`src/rtl/adc_sp_pkg.sv`:
```
package adc_sp_pkg;

  typedef enum logic [1:0] {
    FR_IDLE = 2'd0,
    FR_RUN  = 2'd1,
    FR_HALT = 2'd2
  } frame_st_t;

  // A transfer accepts I/O clock edges only while selected and running.
  function automatic logic frame_accepts(input frame_st_t st, input logic cs_level);
    return (st == FR_RUN) && !cs_level;
  endfunction

endpackage

```
`src/rtl/adc_sp_sync.sv`:
```
module adc_sp_sync #(
  parameter int WIDTH = 2,
  parameter logic [WIDTH-1:0] RST_VAL = '0
) (
  input  logic             clk,
  input  logic             rst_n,
  input  logic [WIDTH-1:0] din,
  output logic [WIDTH-1:0] dout
);
  for (genvar i = 0; i < WIDTH; i++) begin : g_bit
    logic meta_q, sync_q;
    always_ff @(posedge clk or negedge rst_n) begin
      if (!rst_n) begin
        meta_q <= RST_VAL[i];
        sync_q <= RST_VAL[i];
      end else begin
        meta_q <= din[i];
        sync_q <= meta_q;
      end
    end
    assign dout[i] = sync_q;
  end
endmodule

```
`src/rtl/adc_sp_csfilt.sv`:
```
module adc_sp_csfilt #(
  parameter int HOLD = 4
) (
  input  logic clk,
  input  logic rst_n,
  input  logic din,
  output logic level,
  output logic fall,
  output logic rise
);
  localparam int CW = $clog2(HOLD + 1);

  logic [CW-1:0] run_q;
  logic          lvl_q;
  logic          differs;
  logic          accept;

  assign differs = (din != lvl_q);
  assign accept  = differs && (run_q == CW'(HOLD - 1));

  always_ff @(posedge clk or negedge rst_n) begin
    if (!rst_n) begin
      run_q <= '0;
      lvl_q <= 1'b1;
    end else if (!differs) begin
      run_q <= '0;
    end else if (accept) begin
      lvl_q <= din;
      run_q <= '0;
    end else begin
      run_q <= run_q + 1'b1;
    end
  end

  assign level = lvl_q;
  assign fall  = accept & ~din;
  assign rise  = accept & din;
endmodule

```
`src/rtl/adc_sp_timer.sv`:
```
module adc_sp_timer #(
  parameter int CYCLES = 16
) (
  input  logic clk,
  input  logic rst_n,
  input  logic start,
  output logic active
);
  localparam int TW = $clog2(CYCLES + 1);

  logic [TW-1:0] left_q;

  always_ff @(posedge clk or negedge rst_n) begin
    if (!rst_n)              left_q <= '0;
    else if (start)          left_q <= TW'(CYCLES);
    else if (left_q != '0)   left_q <= left_q - 1'b1;
  end

  assign active = (left_q != '0);
endmodule

```
`src/rtl/adc_serial_port.sv`:
```
module adc_serial_port
  import adc_sp_pkg::*;
#(
  parameter int DATA_W      = 10,
  parameter int MAX_CLKS    = 16,
  parameter int CS_HOLD_CYC = 178,
  parameter int LATE_CYC    = 1188,
  parameter int BUSY_CYC    = 2625
) (
  input  logic              clk,
  input  logic              rst_n,
  input  logic              cs_n,
  input  logic              io_clk,
  input  logic [DATA_W-1:0] conv_data,
  input  logic              conv_valid,
  output logic              dout,
  output logic              dout_oe,
  output logic              conv_start,
  output logic              sync_err,
  output logic              overlen_err
);
  localparam int CNT_W = $clog2(MAX_CLKS + 2);

  function automatic logic [DATA_W-1:0] shift_once(input logic [DATA_W-1:0] v);
    return {v[DATA_W-2:0], 1'b0};
  endfunction

  // Synchronized pins: bit 1 chip select (idles high), bit 0 I/O clock
  logic [1:0] pins_s;
  adc_sp_sync #(.WIDTH(2), .RST_VAL(2'b10)) u_sync (
    .clk(clk), .rst_n(rst_n), .din({cs_n, io_clk}), .dout(pins_s)
  );

  logic cs_level, cs_fall_w, cs_rise_w;
  adc_sp_csfilt #(.HOLD(CS_HOLD_CYC)) u_csfilt (
    .clk(clk), .rst_n(rst_n), .din(pins_s[1]),
    .level(cs_level), .fall(cs_fall_w), .rise(cs_rise_w)
  );

  logic io_d;
  always_ff @(posedge clk or negedge rst_n) begin
    if (!rst_n) io_d <= 1'b0;
    else        io_d <= pins_s[0];
  end

  frame_st_t         frame_q;
  logic [CNT_W-1:0]  falls_q;
  logic [DATA_W-1:0] shift_q;
  logic [DATA_W-1:0] result_q;
  logic              lost_q, ovl_q, start_q;

  // Named internal events
  logic edge_en, sclk_rise_w, sclk_fall_w, tenth_w, late_w, over_w;
  logic late_open_w, busy_w;

  assign edge_en     = frame_accepts(frame_q, cs_level);
  assign sclk_rise_w = edge_en &  pins_s[0] & ~io_d;
  assign sclk_fall_w = edge_en & ~pins_s[0] &  io_d;
  assign tenth_w     = sclk_fall_w && (falls_q == CNT_W'(DATA_W - 1));
  assign late_w      = sclk_rise_w && (falls_q == CNT_W'(DATA_W)) && !late_open_w;
  assign over_w      = sclk_fall_w && (falls_q == CNT_W'(MAX_CLKS));

  adc_sp_timer #(.CYCLES(LATE_CYC)) u_late_win (
    .clk(clk), .rst_n(rst_n), .start(tenth_w), .active(late_open_w)
  );
  adc_sp_timer #(.CYCLES(BUSY_CYC)) u_busy_win (
    .clk(clk), .rst_n(rst_n), .start(tenth_w), .active(busy_w)
  );

  always_ff @(posedge clk or negedge rst_n) begin
    if (!rst_n)          result_q <= '0;
    else if (conv_valid) result_q <= conv_data;
  end

  always_ff @(posedge clk or negedge rst_n) begin
    if (!rst_n) begin
      frame_q <= FR_IDLE;
      falls_q <= '0;
      shift_q <= '0;
      lost_q  <= 1'b0;
      ovl_q   <= 1'b0;
    end else if (cs_fall_w) begin
      frame_q <= busy_w ? FR_HALT : FR_RUN;
      falls_q <= '0;
      shift_q <= result_q;
      lost_q  <= 1'b0;
      ovl_q   <= 1'b0;
    end else if (cs_rise_w) begin
      frame_q <= FR_IDLE;
    end else if (late_w) begin
      lost_q  <= 1'b1;
      frame_q <= FR_HALT;
    end else if (over_w) begin
      ovl_q   <= 1'b1;
      frame_q <= FR_HALT;
    end else if (sclk_fall_w) begin
      falls_q <= falls_q + 1'b1;
      shift_q <= shift_once(shift_q);
    end
  end

  always_ff @(posedge clk or negedge rst_n) begin
    if (!rst_n) start_q <= 1'b0;
    else        start_q <= tenth_w;
  end

  assign dout_oe     = ~cs_level;
  assign dout        = dout_oe & shift_q[DATA_W-1];
  assign conv_start  = start_q;
  assign sync_err    = lost_q;
  assign overlen_err = ovl_q;
endmodule

```
`config.mk`:
```
export PLATFORM = sky130hd
export DESIGN_NAME = adc_serial_port
export DESIGN_NICKNAME = d
export VERILOG_FILES = /design/src/rtl/adc_sp_pkg.sv /design/src/rtl/adc_sp_sync.sv /design/src/rtl/adc_sp_csfilt.sv /design/src/rtl/adc_sp_timer.sv /design/src/rtl/adc_serial_port.sv
export SDC_FILE = /design/constraint.sdc
export NUM_CORES = 1
export LEC_CHECK = 0
export CORE_ASPECT_RATIO = 1.5
export CORE_UTILIZATION = 65
export CTS_BUF_LIST = sky130_fd_sc_hd__clkbuf_4
export CTS_CLUSTER_SIZE = 10
export DETAILED_ROUTE_END_ITERATION = 16
export PLACE_DENSITY_LB_ADDON = 0.2
export SYNTH_ARGS = -nofsm -noshare
export SYNTH_HDL_FRONTEND = slang
export SYNTH_HIERARCHICAL = 1
export SYNTH_SLANG_ARGS = --single-unit
export TNS_END_PERCENT = 10
```
`constraint.sdc`:
```
create_clock -name clk -period 4.79 [get_ports clk]
set_input_delay 0.958 -clock clk [delete_from_list [all_inputs] [get_ports clk]]
set_output_delay 0.958 -clock clk [all_outputs]
set_load 0.02 [all_outputs]
```
==> impl_metrics.py <==
metrics = {
    "place": {
        "place.detailed.hpwl_um": 4180,
        "portBuffers": 19,
        "gp_congestion": 0.820,
    },
    "hold_path": {
        "hold_path_class": "register to register",
    },
    "status": {
        "outcome": "finished, final reports clean",
    },
    "clock_tree": {
        "cts-root-buf": "clkbuf_4",
        "post_cts_buffers": 0,
        "clkTransAtPathRegs_ns": 0.10,
        "worstSkewPairLatency_ns": 0.41,
        "cts_hold_buf": 0,
        "clock_path_buffers": 2,
        "numCtsBuffers": 9,
        "htree_levels": 3,
        "clock-sinks": 67,
        "cts_tree": "built",
        "ctsResizeCount": 0,
    },
    "drt": {
        "num_vias": 2505,
        "drtIter0Drc": 142,
        "wirelength_um": 6130,
        "viasPerCell": 6.36,
        "drc_errors": 0,
        "ant_nets": 0,
        "dr.pass1.iters": 4,
        "wl_per_cell_um": 15.6,
    },
    "setup_path": {
        "cp_slowest_cell": "or4b_1",
        "critPathTopFamily": "simple AND/OR/NAND/NOR gates",
        "critical-path-max-stage-delay_ns": 0.81,
        "path_buf_inv": 0,
        "cp_data_required_time_ns": 5.12,
        "worstSetupPathType": "register to register",
        "start_kind": "register",
        "worstPathArrival_ns": 3.04,
        "crit_chain": "ha_1 -> nor4b_2 -> nand2_1 -> nor3b_1 -> or4b_1 -> or4_1 -> a21oi_1",
        "worstPathMaxFanout": 18,
        "worst_setup_path_end_kind": "register",
    },
    "floorplanning": {
        "fp.dieH_um": 90,
        "rows": 31,
        "io_pins": 20,
        "die_w_um": 60.7,
        "placeableCoreArea_um2": 4890,
        "die-area_um2": 5460,
        "start_util_pct": 68.7,
    },
    "logic_synthesis": {
        "async_flop_share_pct": 100,
        "yosys.area.top_type": "dfrtp_1",
        "ys_seq_area_share_pct": 50.1,
        "synthFlopType": "dfrtp_1",
        "synth_compound_area_share_pct": 17.3,
        "synth_edf_count": 0,
        "muxShareOfSynthArea_pct": 4.40,
        "synth_xor_area_share_pct": 2.87,
        "synth_top_area_share_pct": 47.7,
        "syn_area_um2": 3360,
        "ys_ff_latch": 67,
        "ys_types": 60,
        "synthAdderAreaFrac_pct": 3.36,
        "avgSynthCellArea_um2": 11.0,
        "postSynthCellCount": 306,
        "synth_area_leaders": "dfrtp_1, o31ai_1, ha_1",
        "syn_nets": 330,
        "yosysWarningCount": 6,
        "synthSimpleGateAreaFrac_pct": 18.1,
        "synth_top_family_by_area": "simple AND/OR/NAND/NOR gates",
    },
    "sta": {
        "whs_ns": 0.366,
        "period_needed_ns": 2.71,
        "hold_viol": 0,
        "worst_pin_slew_ns": 1.20,
        "finalCritPeriodShare_pct": 56.6,
        "clock_skew_ns": 0.00676,
        "maxSlewHeadroom_pct": 19.8,
        "setup_viol": 0,
        "drv_slew": 0,
        "setup_tns_ns": 0,
        "fmax_mhz": 369,
        "rsz0062_at_grt": "false",
    },
    "grt": {
        "grt_pass1_vias": 2530,
        "grt_max_degree": 41,
        "grt_pass1_wl_um": 10800,
        "grt.total_usage_pct": 26.4,
        "grt-ovfl-total": 0,
        "antenna_found_initial": 0,
    },
    "layout": {
        "syn_to_final_growth_pct": 10.1,
        "diodes": 0,
        "final_nets": 347,
        "drive_gt1_share_pct": 15.5,
        "final_common_cell": "dfrtp_1",
        "final_cell_mix": "dfrtp_1, nor2_1, o31ai_1, clkdlybuf4s50_1, a21oi_1",
        "fillCellCount": 371,
    },
    "pwr": {
        "peakVddDrop_uv": 236,
        "p_total_mw": 0.935,
        "powerDensity_nw_per_um2": 253,
        "power_leakage_nw": 1.64,
    },
    "run": {
        "maxCapViolCount": 0,
    },
}
==> synthesized netlist by cell type (5+ instances only) <==
library cell / n
nand3_1: 6
nor2b_1: 6
nor2_1: 21
or4_1: 6
clkbuf_1: 11
o31ai_1: 18
or3_1: 7
ha_1: 9
nand2_1: 10
xnor2_1: 8
nor3b_1: 5
a41oi_1: 9
mux2_2: 10
nor3_1: 5
nand2b_1: 5
inv_1: 13
a2bb2oi_1: 9
o21ai_0: 10
dfrtp_1: 64
a21oi_1: 14
==> per-layer routing <==
metal  up-vias  wire length (µm)  GRT usage, %
li1       1175                 -             -
met1      1259              2530          31.5
met2        57              3270          42.5
met3        14               176          5.04
met4         0               160          15.9
met5         -                 0             0
==> kinds of logic (layout without fill, tap and decap cells) <==
family	count (synthesis)	count (layout)
compound gates	79	79
xor+xnor	11	11
fa+ha+maj	9	9
buf+inv	30	52
flops	67	67
mux	13	13
simple gates	97	97
==> where the power goes <==
| group | total, mW | switching (mW) | leakage [nW] | internal (mW) |
|---|---|---|---|---|
| Sequential | 0.587 | 0.00848 | 0.894 | 0.579 |
| Combinational | 0.0476 | 0.0226 | 0.678 | 0.0250 |
| Clock | 0.300 | 0.192 | 0.0657 | 0.108 |
==> per-stage QoR <==
| step | utilization [%] | instance area, µm² | worst slack (ns) | cells |
|---|---|---|---|---|
| 4_1_cts | 75.6 | 3700 | 2.09 | 394 |
| 3_5_place_dp | 73.4 | 3590 | 2.13 | 378 |
| 2_1_floorplan | - | 3360 | 2.52 | 306 |
| 6_report | 75.6 | 3700 | 2.08 | 394 |
| 3_3_place_gp | 73.4 | 3590 | 2.20 | 378 |
| 5_1_grt | 75.6 | 3700 | 1.93 | 394 |
==> layout make-up <==
type | instances | area, µm² | share of cell area (%)
tap | 66 | 82.6 | 2.23
clock inverter | 6 | 32.5 | 0.880
inverter | 13 | 48.8 | 1.32
sequential | 67 | 1680 | 45.5
multi-input combinational | 209 | 1560 | 42.2
timing repair buffer | 23 | 215 | 5.82
clock buffer | 10 | 75.1 | 2.03
==> final timing paths <==
path | from | endpoint | slack [ns] | depth (start not counted)
setup / recovery | u_csfilt/run_q[0]$_DFF_PN0_ | falls_q[2]$_DFFE_PN0P_ | 2.08 | 7
hold / removal | u_sync/g_bit[1].meta_q$_DFF_PN1_ | u_sync/g_bit[1].sync_q$_DFF_PN1_ | 0.37 | 0
setup reg to reg | u_csfilt/run_q[0]$_DFF_PN0_ | falls_q[2]$_DFFE_PN0P_ | 2.08 | 7
hold reg to reg | u_sync/g_bit[1].meta_q$_DFF_PN1_ | u_sync/g_bit[1].sync_q$_DFF_PN1_ | 0.37 | 0
max in group asynchronous | rst_n | shift_q[4]$_DFFE_PN0P_ | 3.29 | 2
min in group asynchronous | rst_n | u_busy_win/left_q[7]$_DFFE_PN0P_ | 0.56 | 1
==> registers in the layout (all words and copies together), names as in the netlist <==
signal and cells:
shift_q 10, u_csfilt/run_q 8, u_sync/g_bit.sync_q 2, io_d 1, conv_start 1, sync_err 1
falls_q 5, u_late_win/left_q 11, u_sync/g_bit.meta_q 2, result_q 10, frame_q 2, overlen_err 1
u_busy_win/left_q 12, u_csfilt/level 1
No activity file was read; power rests on OpenSTA's default activity.
